### src/rtl/rsv_pkg.sv
package rsv_pkg;
  localparam logic [31:0] LFSR_MASK = 32'h8020_0003;

  function automatic logic [31:0] lfsr_next(input logic [31:0] s);
    logic [31:0] t;
    t = s >> 1;
    if (s[0]) t = t ^ LFSR_MASK;
    return t;
  endfunction
endpackage

### src/rtl/rsv_lfsr.sv
module rsv_lfsr
  import rsv_pkg::*;
(
  input  logic        clk,
  input  logic        rst_n,
  input  logic [31:0] seed,
  input  logic        step,
  output logic [31:0] rnd
);
  always_ff @(posedge clk) begin
    if (!rst_n) rnd <= (seed == 32'd0) ? 32'd1 : seed;
    else if (step) rnd <= lfsr_next(rnd);
  end

  p_lfsr_live_r5: assert property (@(posedge clk) disable iff (!rst_n)
    rnd != 32'd0);
  p_lfsr_moves_r5: assert property (@(posedge clk) disable iff (!rst_n)
    step |=> rnd != $past(rnd));
endmodule

### src/rtl/rsv_tally.sv
module rsv_tally #(
  parameter int PERIOD = 16,
  parameter int TW     = 32,
  parameter int KW     = 16
) (
  input  logic          clk,
  input  logic          rst_n,
  input  logic          fire,
  output logic          cand,
  output logic [TW-1:0] cyc_now,
  output logic [KW-1:0] k_next
);
  localparam int PW = (PERIOD > 1) ? $clog2(PERIOD) : 1;
  localparam logic [PW-1:0] PLAST = PW'(PERIOD - 1);
  localparam logic [KW-1:0] KMAX  = {KW{1'b1}};

  logic [PW-1:0] phase;
  logic [KW-1:0] k;

  assign cand   = fire && (phase == '0);
  assign k_next = (k == KMAX) ? k : k + 1'b1;

  always_ff @(posedge clk) begin
    if (!rst_n) begin
      phase   <= '0;
      cyc_now <= '0;
      k       <= '0;
    end else if (fire) begin
      cyc_now <= cyc_now + 1'b1;
      phase   <= (phase == PLAST) ? '0 : phase + 1'b1;
      if (cand) k <= k_next;
    end
  end

  p_k_sat_r6: assert property (@(posedge clk) disable iff (!rst_n)
    (k == KMAX) |=> (k == KMAX));
  p_phase_range_r2: assert property (@(posedge clk) disable iff (!rst_n)
    phase <= PLAST);
endmodule

### src/rtl/rsv_judge.sv
module rsv_judge #(
  parameter int NSLOT = 8,
  parameter int KW    = 16
) (
  input  logic [KW-1:0] k_next,
  input  logic [31:0]   rnd,
  output logic          accept,
  output logic [((NSLOT > 1) ? $clog2(NSLOT) : 1)-1:0] slot
);
  localparam int SW = (NSLOT > 1) ? $clog2(NSLOT) : 1;
  localparam int MW = 32 + KW;
  localparam logic [KW-1:0] NK = KW'(NSLOT);

  logic [MW-1:0] prod;
  logic [KW-1:0] r;
  logic [KW-1:0] kdec;

  always_comb begin
    prod = MW'(rnd) * MW'(k_next);
    r    = prod[MW-1:32];
    kdec = k_next - 1'b1;
    if (k_next <= NK) begin
      accept = 1'b1;
      slot   = kdec[SW-1:0];
    end else begin
      accept = (r < NK);
      slot   = r[SW-1:0];
    end
  end
endmodule

### src/rtl/reservoir_picker.sv
module reservoir_picker #(
  parameter int NSLOT  = 8,
  parameter int PERIOD = 16,
  parameter int TW     = 32,
  parameter int KW     = 16,
  localparam int SW    = (NSLOT > 1) ? $clog2(NSLOT) : 1
) (
  input  logic          clk,
  input  logic          rst_n,
  input  logic [31:0]   seed,
  input  logic          tick_valid,
  output logic          tick_ready,
  output logic          rec_valid,
  input  logic          rec_ready,
  output logic [SW-1:0] rec_slot,
  output logic [TW-1:0] rec_cycle,
  output logic [KW-1:0] rec_k,
  output logic          rec_drain,
  output logic [SW-1:0] rec_drain_slot
);
  logic          fire, cand, accept;
  logic [TW-1:0] cyc_now;
  logic [KW-1:0] k_next;
  logic [31:0]   rnd;
  logic [SW-1:0] pick;
  logic          have_prev;
  logic [SW-1:0] prev_slot;

  assign tick_ready = !rec_valid || rec_ready;
  assign fire       = tick_valid && tick_ready;

  rsv_tally #(.PERIOD(PERIOD), .TW(TW), .KW(KW)) u_tally (
    .clk(clk), .rst_n(rst_n), .fire(fire),
    .cand(cand), .cyc_now(cyc_now), .k_next(k_next)
  );

  rsv_lfsr u_lfsr (
    .clk(clk), .rst_n(rst_n), .seed(seed), .step(cand), .rnd(rnd)
  );

  rsv_judge #(.NSLOT(NSLOT), .KW(KW)) u_judge (
    .k_next(k_next), .rnd(rnd), .accept(accept), .slot(pick)
  );

  always_ff @(posedge clk) begin
    if (!rst_n) begin
      rec_valid      <= 1'b0;
      rec_slot       <= '0;
      rec_cycle      <= '0;
      rec_k          <= '0;
      rec_drain      <= 1'b0;
      rec_drain_slot <= '0;
      have_prev      <= 1'b0;
      prev_slot      <= '0;
    end else if (cand && accept) begin
      rec_valid      <= 1'b1;
      rec_slot       <= pick;
      rec_cycle      <= cyc_now;
      rec_k          <= k_next;
      rec_drain      <= have_prev && (prev_slot != pick);
      rec_drain_slot <= prev_slot;
      have_prev      <= 1'b1;
      prev_slot      <= pick;
    end else if (rec_ready) begin
      rec_valid <= 1'b0;
    end
  end

  p_fill_slot_r3: assert property (@(posedge clk) disable iff (!rst_n)
    rec_valid && (rec_k <= KW'(NSLOT)) |-> rec_slot == SW'(rec_k - 1'b1));
  p_slot_range_r4: assert property (@(posedge clk) disable iff (!rst_n)
    rec_valid |-> ({1'b0, rec_slot} < (SW+1)'(NSLOT)));
  p_hold_r7: assert property (@(posedge clk) disable iff (!rst_n)
    rec_valid && !rec_ready |=> rec_valid && $stable(rec_slot)
      && $stable(rec_cycle) && $stable(rec_k) && $stable(rec_drain));
  p_drain_differs_r8: assert property (@(posedge clk) disable iff (!rst_n)
    rec_valid && rec_drain |-> rec_drain_slot != rec_slot);
  p_grid_r2: assert property (@(posedge clk) disable iff (!rst_n)
    rec_valid |-> (rec_cycle % TW'(PERIOD)) == '0);
endmodule

### config.mk
export PLATFORM = sky130hd
export DESIGN_NAME = reservoir_picker
export DESIGN_NICKNAME = d
export VERILOG_FILES = /design/src/rtl/rsv_pkg.sv /design/src/rtl/rsv_lfsr.sv /design/src/rtl/rsv_tally.sv /design/src/rtl/rsv_judge.sv /design/src/rtl/reservoir_picker.sv
export SDC_FILE = /design/constraint.sdc
export NUM_CORES = 1
export LEC_CHECK = 0
export BUFFER_PORTS_ARGS = -buffer_cell sky130_fd_sc_hd__buf_2
export CAP_MARGIN = 0
export CORE_UTILIZATION = 51
export CTS_CLUSTER_SIZE = 40
export DETAILED_ROUTE_END_ITERATION = 16
export PLACE_DENSITY = 0.68
export SLEW_MARGIN = 20
export SYNTH_ARGS = -nofsm -noshare
export SYNTH_HDL_FRONTEND = slang
export SYNTH_HIERARCHICAL = 1
export SYNTH_SLANG_ARGS = --single-unit
### constraint.sdc
create_clock -name clk -period 11.1 [get_ports clk]
set_clock_uncertainty 0.15 [all_clocks]
set_input_delay 1.11 -clock clk [delete_from_list [all_inputs] [get_ports clk]]
set_output_delay 1.11 -clock clk [all_outputs]
set_load 0.05 [all_outputs]
==> summary.md, run 1 <==
| Metric | Value |
|---|---|
| Run status | `completed` |
| Worst hold start | `rec_cycle[28]$_SDFFE_PN0P_` |
| Clk sink count | `141` |
| Top Ports | `93` |
| Netlist cell types | `79` |
| Hold Crit Endpoint | `rec_cycle[28]$_SDFFE_PN0P_` |
| RSZ-0062 raised after global routing | `no` |
| Routed vias | `17600` |
| Placed cell areas | `~23000 µm²` |
| Top cell type's share of synthesized area | `0.370` |
| Drt pass-1 iters | `6` |
| Peak VDD IR | `0.000137 V` |
| Final min period | `roughly 10 ns` |
| Setup crit start | `u_tally/k[0]$_SDFFE_PN0P_` |
| Syn Nets | `3124` |
| Die width | `roughly 210 µm` |
| Worst EP arrival | `10.64 ns` |
| CP endpoint kind | `flop` |
| R2r worst-path depth | `31` |
| Remaining DRCs | `0` |
| Req. time, crit path | `11.28 ns` |
| Seq pwr share | `0.388` |
| Share of layout cells above drive strength 1 | `0.0925` |
| Setup Fix Bufs, Post-CTS | `0` |
| Leak pwr | `11.4 nW` |
| Synth area leaders | `fa_1, dfxtp_1, inv_1, nand2_1, ha_1` |
| Final Hold Viols | `0` |
| Max Cap Viol | `0` |
| Clock root buffer | `clkbuf_16` |
| Slowest-stage cell, CP | `and2_4` |
| Cells after synthesis | `2549` |
| PD cells | `between 70 and 80 nW/µm²` |
| Initial Util | `0.521` |
| Internal | `between 1 and 1.5 mW` |
| Maximum clock frequency | `around 0.096 GHz` |
| Worst R2R End | `rec_drain$_SDFFE_PN0P_` |
| EDFF count, synth | `32` |
| Sw Share | `0.357` |
| Reg2reg setup slack | `roughly 0.64 ns` |
| Final ANT Viol Nets | `0` |
| Drt wl/cell | `~19 µm` |
| Finished Cell Area | `roughly 24000 µm²` |
| Crit share post-route | `0.942` |
| Max Buffers Root-to-Sink | `2` |
| Synth Register Bits | `141` |
| Psw | `0.605 mW` |
| Row count | `76` |
| Slew margin rel. | `0.246` |
| Setup WS pre-CTS | `0.719 ns` |
| Mapped Area | `22600 µm²` |
| N_diodes | `0` |
| HP Class | `flop to flop` |
| Core Box Area | `43400 µm²` |
| FFs w/ async S/R, synth | `0` |
| Synthesized area per cell | `8.86 µm²` |
| Die area | `45100 µm²` |
| GPL Wtd Cong | `a little over 0.9` |
| Via/cell ratio | `about 5.6` |
| Nets | `3134` |
| Setup TNS | `0 ns` |
| P&R area growth vs syn | `6.72%` |
| CTS Buf Count | `17` |
| Cts hold-fix bufs | `0` |
| Worst r2r src | `u_tally/k[0]$_SDFFE_PN0P_` |
| Post-route setup slack | `~0.64 ns` |
| Area leader, netlist | `fa_1` |
| Gate power share | `0.272` |
| Die Span Y | `212 µm` |
| CTS tree | `yes` |
| Hold Crit Depth | `2` |
| Most common cell on crit path | `fa_1` |
| Routed wire length | `~60000 µm` |
| H-tree Lvls | `4` |
| Slew Limit Fails | `0` |
| Seq/Total Area, Yosys | `0.139` |
| GRT Util Overall | `0.271` |
| Grt ovf | `0` |
| Crit-path max FO | `56` |
| Worst Tran Pin Value | `between 1 and 1.5 ns` |
| Critical path class | `flop to flop` |
| Slowest cell delay on critical path | `0.60 ns` |
| First-pass GRT wire length | `roughly 95000 µm` |
| Initial antenna violation count | `0` |
| Main flop type after synthesis | `dfxtp_1` |
| Final count of negative-setup-slack endpoints | `0` |
| CP Launch Type | `flop` |
| Clock Pin Slew Worst Setup and Hold Paths | `0.06 ns` |
| Largest net degree at the start of global routing | `77` |
| I/O Buffers | `between 90 and 100` |
| Clk_lat worst skew | `0.42 ns` |
| Post-CTS sizing | `0` |
| Via count of the first global-routing pass | `between 15000 and 20000` |
| Count leader, synth | `inv_1` |
| Most frequent cells after synthesis | `inv_1, nand2_1, fa_1, and2_1, ha_1` |
| Final HPWL DP | `44500 µm` |
| DRT iter0 DRCs | `1380` |
| Ys Warns | `6` |
| Clk network pwr share | `0.340` |
## area by class of cell
cell class                 count  area (µm²)
fill                        3937       19300
multi-input combinational   1786       17100
sequential                   141        3140
inverter                     494        1850
tap                          585         732
timing repair buffer         119         698
clock buffer                  22         444
clock inverter                10         145
## layer usage
metal,GRT usage,part of all wire,routed length (µm),up-vias
met5,0,0,0,-
met4,0.0853,0.029,1710,0
met3,0.0436,0.062,3700,101
met2,0.454,0.49,29200,617
met1,0.360,0.42,24900,8968
li1,-,-,-,7890
## registers in the layout, summed over array words and instances (netlist names)
register / flops
rec_valid: 1
u_lfsr/rnd: 32
u_tally/phase: 4
prev_slot: 3
u_tally/cyc_now: 32
u_tally/k: 16
rec_drain: 1
rec_drain_slot: 3
have_prev: 1
rec_k: 16
rec_cycle: 32
## how the worst max path moves through the flow
stage / endpoint / slack, ns / depth (start not counted)
5_1_grt: rec_drain$_SDFFE_PN0P_ / 0.21 / 31
3_3_place_gp: rec_drain$_SDFFE_PN0P_ / 0.99 / 29
2_1_floorplan: rec_drain_slot[0]$_SDFFE_PN0P_ / 2.30 / 37
4_1_cts: rec_drain$_SDFFE_PN0P_ / 0.71 / 31
6_report: rec_drain$_SDFFE_PN0P_ / 0.64 / 31
3_5_place_dp: rec_drain$_SDFFE_PN0P_ / 0.72 / 31
## kinds of logic after synthesis
family	after synthesis	synth area share
AOI/OAI and AO/OA	258	0.0825
xor gates and xnor gates	40	0.0155
adders and majority gates	539	0.437
buffers and inverters	622	0.108
DFF	141	0.139
muxes	41	0.0198
and+or+nand+nor	908	0.197
## layout by cell type, fill, tap and decap left out, drive strengths merged, types with 21 or more instances in the layout
| cell | n |
|---|---|
| a21boi | 61 |
| a21oi | 72 |
| and2 | 213 |
| buf | 119 |
| clkbuf | 22 |
| dfxtp | 109 |
| edfxtp | 32 |
| fa | 417 |
| ha | 122 |
| inv | 492 |
| mux2 | 29 |
| nand2 | 473 |
| nand3 | 27 |
| nand4 | 28 |
| nor2 | 52 |
| o21ai | 30 |
| or4 | 26 |
| xor2 | 21 |
## critical path, delay by kind of cell (launching register included)
family | cells | cell delay, ns
buffers and inverters | 6 | 0.97
AO/OA/AOI/OAI | 7 | 1.77
XOR/XNOR | 1 | 0.49
flip-flops | 1 | 0.47
adder cells (fa/ha/maj) | 8 | 3.66
AND/OR/NAND/NOR | 9 | 2.81
## metrics by stage
step,hold WS (ns),std cells,power (mW),util
2_1_floorplan,0.289,2549,0.956,-
3_3_place_gp,0.290,3124,1.11,0.542
3_5_place_dp,0.292,3124,1.12,0.542
4_1_cts,0.300,3156,1.70,0.555
5_1_grt,0.321,3157,1.79,0.556
6_report,0.297,3157,1.70,0.556
## power groups by stage
stage          combinational, mW  clock, mW  sequential [mW]
2_1_floorplan              0.363          0            0.593
3_3_place_gp               0.442          0            0.668
3_5_place_dp               0.452          0            0.670
4_1_cts                    0.456      0.584            0.659
5_1_grt                    0.525      0.606            0.661
6_report                   0.461      0.577            0.659
(Power assumes the default switching activity.)
==> inputs of run 2 (changes only) <==
==> constraint.sdc (replaced) <==
create_clock -name clk -period 11.92 [get_ports clk]
set_clock_uncertainty 0.15 [all_clocks]
set_input_delay 1.192 -clock clk [delete_from_list [all_inputs] [get_ports clk]]
set_output_delay 1.192 -clock clk [all_outputs]
set_load 0.05 [all_outputs]
==> run 2 against run 1 <==
Net effect:
- register-to-register slack better by 0.31 ns
- worst hold slack improved by 0.0097 ns
- power fell by 2.4%
- clock power rose by 5.2%
- global-route usage up 0.45 points
- worst setup slack improved by 0.31 ns
- design area up 0.30%
==> summary.md, run 2 (synthesized netlist as in run 1, its figures left out) <==
| Metric | Value |
|---|---|
| Run status | `completed (unchanged)` |
| Initial Util | `0.521 (unchanged)` |
| Layout Utilization | `0.557 (was 0.556)` |
| Grt ovf | `0 (unchanged)` |
| Placed insts | `3127 (was 3124)` |
| Setup TNS | `0 ns (unchanged)` |
| Largest net degree at the start of global routing | `63 (was 77)` |
| Crit-path max FO | `56 (unchanged)` |
| Top Ports | `93 (unchanged)` |
| Slowest-stage cell, CP | `nor4_2 (was and2_4)` |
| HP Class | `flop to flop (unchanged)` |
| Initial antenna violation count | `1 (was 0)` |
| First-pass GRT wire length | `97300 µm (was 95400 µm)` |
| Max Buffers Root-to-Sink | `2 (unchanged)` |
| Die Span Y | `212 µm (unchanged)` |
| Clk_lat worst skew | `0.43 ns (was 0.42 ns)` |
| Nets | `3136 (was 3134)` |
| Cts hold-fix bufs | `0 (unchanged)` |
| Crit share post-route | `0.920 (was 0.942)` |
| P&R area growth vs syn | `7.03% (was 6.72%)` |
| Routed vias | `17600 (about the same)` |
| Post-route setup slack | `0.955 ns (was 0.644 ns)` |
| Die area | `45100 µm² (unchanged)` |
| I/O Buffers | `92 (unchanged)` |
| Regs by FF count | `rec_cycle: 32 flops, u_lfsr/rnd: 32 flops, u_tally/cyc_now: 32 flops (unchanged)` |
| RSZ-0062 raised after global routing | `no (unchanged)` |
| Maximum clock frequency | `0.0912 GHz (was 0.0956 GHz)` |
| PD cells | `68.5 nW/µm² (was 70.4 nW/µm²)` |
| Slew margin rel. | `0.223 (was 0.246)` |
| Filler Cell Count | `3842 (was 3937)` |
| Share of layout cells above drive strength 1 | `0.0956 (was 0.0925)` |
| Slowest cell delay on critical path | `0.95 ns (was 0.60 ns)` |
| Placed cell areas | `23500 µm² (about the same)` |
| CP endpoint kind | `flop (unchanged)` |
| Row count | `76 (unchanged)` |
| Die width | `212 µm (unchanged)` |
| Hold WS | `0.307 ns (was 0.297 ns)` |
| Post-CTS sizing | `0 (unchanged)` |
| Setup Fix Bufs, Post-CTS | `0 (unchanged)` |
| Total power | `1.66 mW (was 1.70 mW)` |
| Setup WS pre-CTS | `1.15 ns (was 0.719 ns)` |
| Via count of the first global-routing pass | `18700 (was 18300)` |
| H-tree Lvls | `4 (unchanged)` |
| Commonest cells after routing, fill and taps aside | `inv_1, nand2_1, fa_1, and2_1, ha_1 (unchanged)` |
| Clock root buffer | `clkbuf_16 (unchanged)` |
| Slew Limit Fails | `0 (unchanged)` |
| Most common cell on crit path | `fa_1 (unchanged)` |
| Worst Tran Pin Value | `1.16 ns (was 1.13 ns)` |
| Clk sink count | `141 (unchanged)` |
| CP Launch Type | `flop (unchanged)` |
| CTS Buf Count | `17 (unchanged)` |
| GPL Wtd Cong | `0.945 (was 0.929)` |
| Finished Cell Area | `24200 µm² (was 24100 µm²)` |
| Final min period | `10.97 ns (was 10.46 ns)` |
| Final ANT Viol Nets | `0 (unchanged)` |
| Max Cap Viol | `0 (unchanged)` |
| DRT iter0 DRCs | `1347 (was 1380)` |
| Clock Pin Slew Worst Setup and Hold Paths | `0.06 ns (about the same)` |
| Final count of negative-setup-slack endpoints | `0 (unchanged)` |
| Remaining DRCs | `0 (unchanged)` |
| Fin cells | `3159 (was 3157)` |
| Routed wire length | `60000 µm (was 59500 µm)` |
| Commonest non-fill, non-tap cell in the layout | `inv_1 (unchanged)` |
| Via/cell ratio | `5.57 (about the same)` |
| Peak VDD IR | `0.000112 V (was 0.000137 V)` |
| N_diodes | `0 (unchanged)` |
| Final Hold Viols | `0 (unchanged)` |
| Drt wl/cell | `19.0 µm (was 18.8 µm)` |
| Drt pass-1 iters | `5 (was 6)` |
| Worst EP arrival | `11.13 ns (was 10.64 ns)` |
| GRT Util Overall | `0.276 (was 0.271)` |
| Leak pwr | `11.4 nW (about the same)` |
| Req. time, crit path | `12.09 ns (was 11.28 ns)` |
| Core Box Area | `43400 µm² (unchanged)` |
| Final HPWL DP | `44600 µm (was 44500 µm)` |
| Critical path class | `flop to flop (unchanged)` |
| CTS tree | `yes (unchanged)` |
run 2: changes by cell type in the layout (fill, tap and decap cells not counted), sizes merged:
cell      delta
buf          +2
clkinvlp     +2
clkinv       -2
inv          +2
clkbuf       -4
bufinv       +2
run 2: layout make-up:
class | count | area (µm²) | area share
clock buffers | 18 | 429 | 0.0178
clock inverters | 14 | 240 | 0.00994
inverters | 494 | 1850 | 0.0767
multi-input cells | 1786 | 17100 | 0.707
flip-flops and latches | 141 | 3140 | 0.130
well taps | 585 | 732 | 0.0303
repair buffers | 121 | 681 | 0.0282
run 2: per-layer routing:
metal | routed length (µm) | vias to the layer above | GRT usage
met3 | 3910 | 105 | 0.0476
met5 | 0 | - | 0
met1 | 25000 | 8952 | 0.364
met4 | 1720 | 0 | 0.0883
li1 | - | 7894 | -
met2 | 29400 | 637 | 0.461
run 2: worst max-delay path, delay by kind of cell (launching register included):
| kind | cells | cell delay, ns |
|---|---|---|
| AO/OA/AOI/OAI | 8 | 1.96 |
| flip-flops | 1 | 0.47 |
| adder cells (fa/ha/maj) | 8 | 3.77 |
| buffers and inverters | 4 | 0.47 |
| AND/OR/NAND/NOR | 9 | 3.96 |
run 2: worst paths after layout:
path | from | end | slack, ns | depth (start not counted)
max | u_tally/k[0]$_SDFFE_PN0P_ | rec_k[10]$_SDFFE_PN0P_ | 0.95 | 29
min | rec_cycle[30]$_SDFFE_PN0P_ | rec_cycle[30]$_SDFFE_PN0P_ | 0.31 | 2
max reg2reg | u_tally/k[0]$_SDFFE_PN0P_ | rec_k[10]$_SDFFE_PN0P_ | 0.95 | 29
min reg2reg | rec_cycle[30]$_SDFFE_PN0P_ | rec_cycle[30]$_SDFFE_PN0P_ | 0.31 | 2
run 2: power breakdown:
group	internal, mW	leakage (nW)	total (mW)	switching [mW]
Sequential	0.513	1.20	0.611	0.0976
Clock	0.393	0.319	0.607	0.214
Combinational	0.158	9.90	0.437	0.279
==> inputs of run 3 (changes only) <==
==> constraint.sdc (replaced) <==
create_clock -name clk -period 14.2 [get_ports clk]
set_clock_uncertainty 0.15 [all_clocks]
set_input_delay 1.42 -clock clk [delete_from_list [all_inputs] [get_ports clk]]
set_output_delay 1.42 -clock clk [all_outputs]
set_load 0.05 [all_outputs]
==> run 3 against run 2 <==
Net effect:
- final cell count fell by 0.19%
- worst hold slack got worse by 0.0018 ns
- largest power group unchanged
- routed wire length down 2.7%
- power fell by 20%
- combinational power shrank 18%
- flip-flop and latch count unchanged
- fmax increased by 1.4%
- critical path depth up 2
- first-iteration DRC count is 3.5% lower
- register-to-register slack better by 2.4 ns
- sequential share of layout area grew 0.063 points
- clock power fell by 24%
==> summary.md, run 3 (synthesized netlist as in run 1, its figures left out) <==
| Metric | Value |
|---|---|
| Setup TNS | `0 ns (unchanged)` |
| Critical path class | `flop to flop (unchanged)` |
| Placed insts | `3120 (was 3127)` |
| P&R area growth vs syn | `6.52% (was 7.03%)` |
| Via/cell ratio | `5.58 (was 5.57)` |
| CTS Buf Count | `17 (unchanged)` |
| Initial antenna violation count | `1 (unchanged)` |
| Slew Limit Fails | `0 (unchanged)` |
| CP endpoint kind | `flop (unchanged)` |
| Worst r2r src | `u_tally/k[0]$_SDFFE_PN0P_ (unchanged)` |
| CP endpoint | `rec_k[4]$_SDFFE_PN0P_ (was rec_k[10]$_SDFFE_PN0P_)` |
| Final Hold Viols | `0 (unchanged)` |
| Drt pass-1 iters | `6 (was 5)` |
| Setup crit start | `u_tally/k[0]$_SDFFE_PN0P_ (unchanged)` |
| Slowest-stage cell, CP | `nor4_2 (unchanged)` |
| Max Buffers Root-to-Sink | `2 (unchanged)` |
| Largest net degree at the start of global routing | `64 (was 63)` |
| Via count of the first global-routing pass | `18400 (was 18700)` |
| GPL Wtd Cong | `0.921 (was 0.945)` |
| Worst R2R End | `rec_k[4]$_SDFFE_PN0P_ (was rec_k[10]$_SDFFE_PN0P_)` |
| Row count | `76 (unchanged)` |
| Clk_lat worst skew | `0.43 ns (about the same)` |
| Reg2reg setup slack | `3.39 ns (was 0.95 ns)` |
| Die width | `212 µm (unchanged)` |
| Layout Utilization | `0.555 (was 0.557)` |
| Die area | `45100 µm² (unchanged)` |
| Max Cap Viol | `0 (unchanged)` |
| Setup Fix Bufs, Post-CTS | `0 (unchanged)` |
| Commonest cells after routing, fill and taps aside | `inv_1, nand2_1, fa_1, and2_1, ha_1 (unchanged)` |
| Slew margin rel. | `0.272 (was 0.223)` |
| Crit share post-route | `0.761 (was 0.920)` |
| First-pass GRT wire length | `95000 µm (was 97300 µm)` |
| Slowest cell delay on critical path | `0.79 ns (was 0.95 ns)` |
| Remaining DRCs | `0 (unchanged)` |
| Regs by FF count | `rec_cycle: 32 flops, u_lfsr/rnd: 32 flops, u_tally/cyc_now: 32 flops (unchanged)` |
| Final HPWL DP | `42900 µm (was 44600 µm)` |
| Nets | `3129 (was 3136)` |
| H-tree Lvls | `4 (unchanged)` |
| Top Ports | `93 (unchanged)` |
| Leak pwr | `11.4 nW (about the same)` |
| Run status | `completed (unchanged)` |
| Commonest non-fill, non-tap cell in the layout | `inv_1 (unchanged)` |
| Clk sink count | `141 (unchanged)` |
| HP Class | `flop to flop (unchanged)` |
| Clock root buffer | `clkbuf_16 (unchanged)` |
| Core Box Area | `43400 µm² (unchanged)` |
| Routed vias | `17600 (about the same)` |
| GRT Util Overall | `0.269 (was 0.276)` |
| Grt ovf | `0 (unchanged)` |
| Cts hold-fix bufs | `0 (unchanged)` |
| Routed wire length | `58400 µm (was 60000 µm)` |
| Peak VDD IR | `0.0000977 V (was 0.000112 V)` |
| Final ANT Viol Nets | `0 (unchanged)` |
| Drt wl/cell | `18.5 µm (was 19.0 µm)` |
| Fin cells | `3153 (was 3159)` |
| Initial Util | `0.521 (unchanged)` |
| Post-CTS sizing | `0 (unchanged)` |
| Final count of negative-setup-slack endpoints | `0 (unchanged)` |
| Maximum clock frequency | `0.0925 GHz (was 0.0912 GHz)` |
| RSZ-0062 raised after global routing | `no (unchanged)` |
| PD cells | `55.4 nW/µm² (was 68.5 nW/µm²)` |
| CP Launch Type | `flop (unchanged)` |
| CTS tree | `yes (unchanged)` |
| Die Span Y | `212 µm (unchanged)` |
| R2r worst-path depth | `31 (was 29)` |
| Clock Pin Slew Worst Setup and Hold Paths | `0.06 ns (about the same)` |
| Most common cell on crit path | `fa_1 (unchanged)` |
| Share of layout cells above drive strength 1 | `0.0943 (was 0.0956)` |
| Filler Cell Count | `3981 (was 3842)` |
| Crit-path max FO | `56 (unchanged)` |
| I/O Buffers | `92 (unchanged)` |
| Req. time, crit path | `14.36 ns (was 12.09 ns)` |
| Worst EP arrival | `10.98 ns (was 11.13 ns)` |
| DRT iter0 DRCs | `1300 (was 1347)` |
| Final min period | `10.81 ns (was 10.97 ns)` |
| Worst Tran Pin Value | `1.09 ns (was 1.16 ns)` |
-- run 3: metrics by stage --
| step | cell area [µm²] | setup WS (ns) | total power, mW | hold slack [ns] |
|---|---|---|---|---|
| 2_1_floorplan | 22600 | 5.40 | 0.748 | 0.289 |
| 3_3_place_gp | 23400 | 3.80 | 0.863 | 0.290 |
| 3_5_place_dp | 23400 | 3.54 | 0.872 | 0.299 |
| 4_1_cts | 24100 | 3.55 | 1.34 | 0.308 |
| 5_1_grt | 24100 | 2.90 | 1.41 | 0.321 |
| 6_report | 24100 | 3.39 | 1.33 | 0.305 |
-- run 3: final cells by class --
| class | count | area [µm²] | share of cell area |
|---|---|---|---|
| Multi-Input combinational cell | 1786 | 17100 | 0.710 |
| Sequential cell | 141 | 3140 | 0.131 |
| Inverter | 494 | 1850 | 0.0771 |
| Tap cell | 585 | 732 | 0.0304 |
| Timing Repair Buffer | 114 | 628 | 0.0261 |
| Clock buffer | 18 | 429 | 0.0178 |
| Clock inverter | 14 | 181 | 0.00754 |
| Antenna cell | 1 | 2.50 | 0.000104 |
-- run 3: critical path: cells and delay by family (launching register included) --
kind            cells  cell delay (ns)
compound gates      7             1.91
simple gates        8             3.14
flops               1             0.47
fa+ha+maj           8             3.79
xor+xnor            1             0.12
buf+inv             7             1.06
-- run 3: report_power, final --
part | internal, mW | switching, mW
clock | 0.280 | 0.182
combinational | 0.130 | 0.229
sequential | 0.431 | 0.0801
-- run 3: how the worst min path moves through the flow --
stage                                     startpoint  depth (start not counted)                         end  slack (ns)
finish                    rec_cycle[18]$_SDFFE_PN0P_                          2  rec_cycle[18]$_SDFFE_PN0P_        0.30
global route              rec_cycle[31]$_SDFFE_PN0P_                          2  rec_cycle[31]$_SDFFE_PN0P_        0.32
detailed placement        rec_cycle[18]$_SDFFE_PN0P_                          2  rec_cycle[18]$_SDFFE_PN0P_        0.30
global placement          rec_cycle[20]$_SDFFE_PN0P_                          2  rec_cycle[20]$_SDFFE_PN0P_        0.29
floorplan           u_tally/cyc_now[31]$_SDFFE_PN0P_                          2  rec_cycle[31]$_SDFFE_PN0P_        0.29
CTS                       rec_cycle[30]$_SDFFE_PN0P_                          2  rec_cycle[30]$_SDFFE_PN0P_        0.31
-- run 3: layer usage --
metal,track usage,share of wire
met1,0.368,0.44
met2,0.458,0.49
met3,0.0297,0.053
met4,0.0645,0.020
met5,0,0
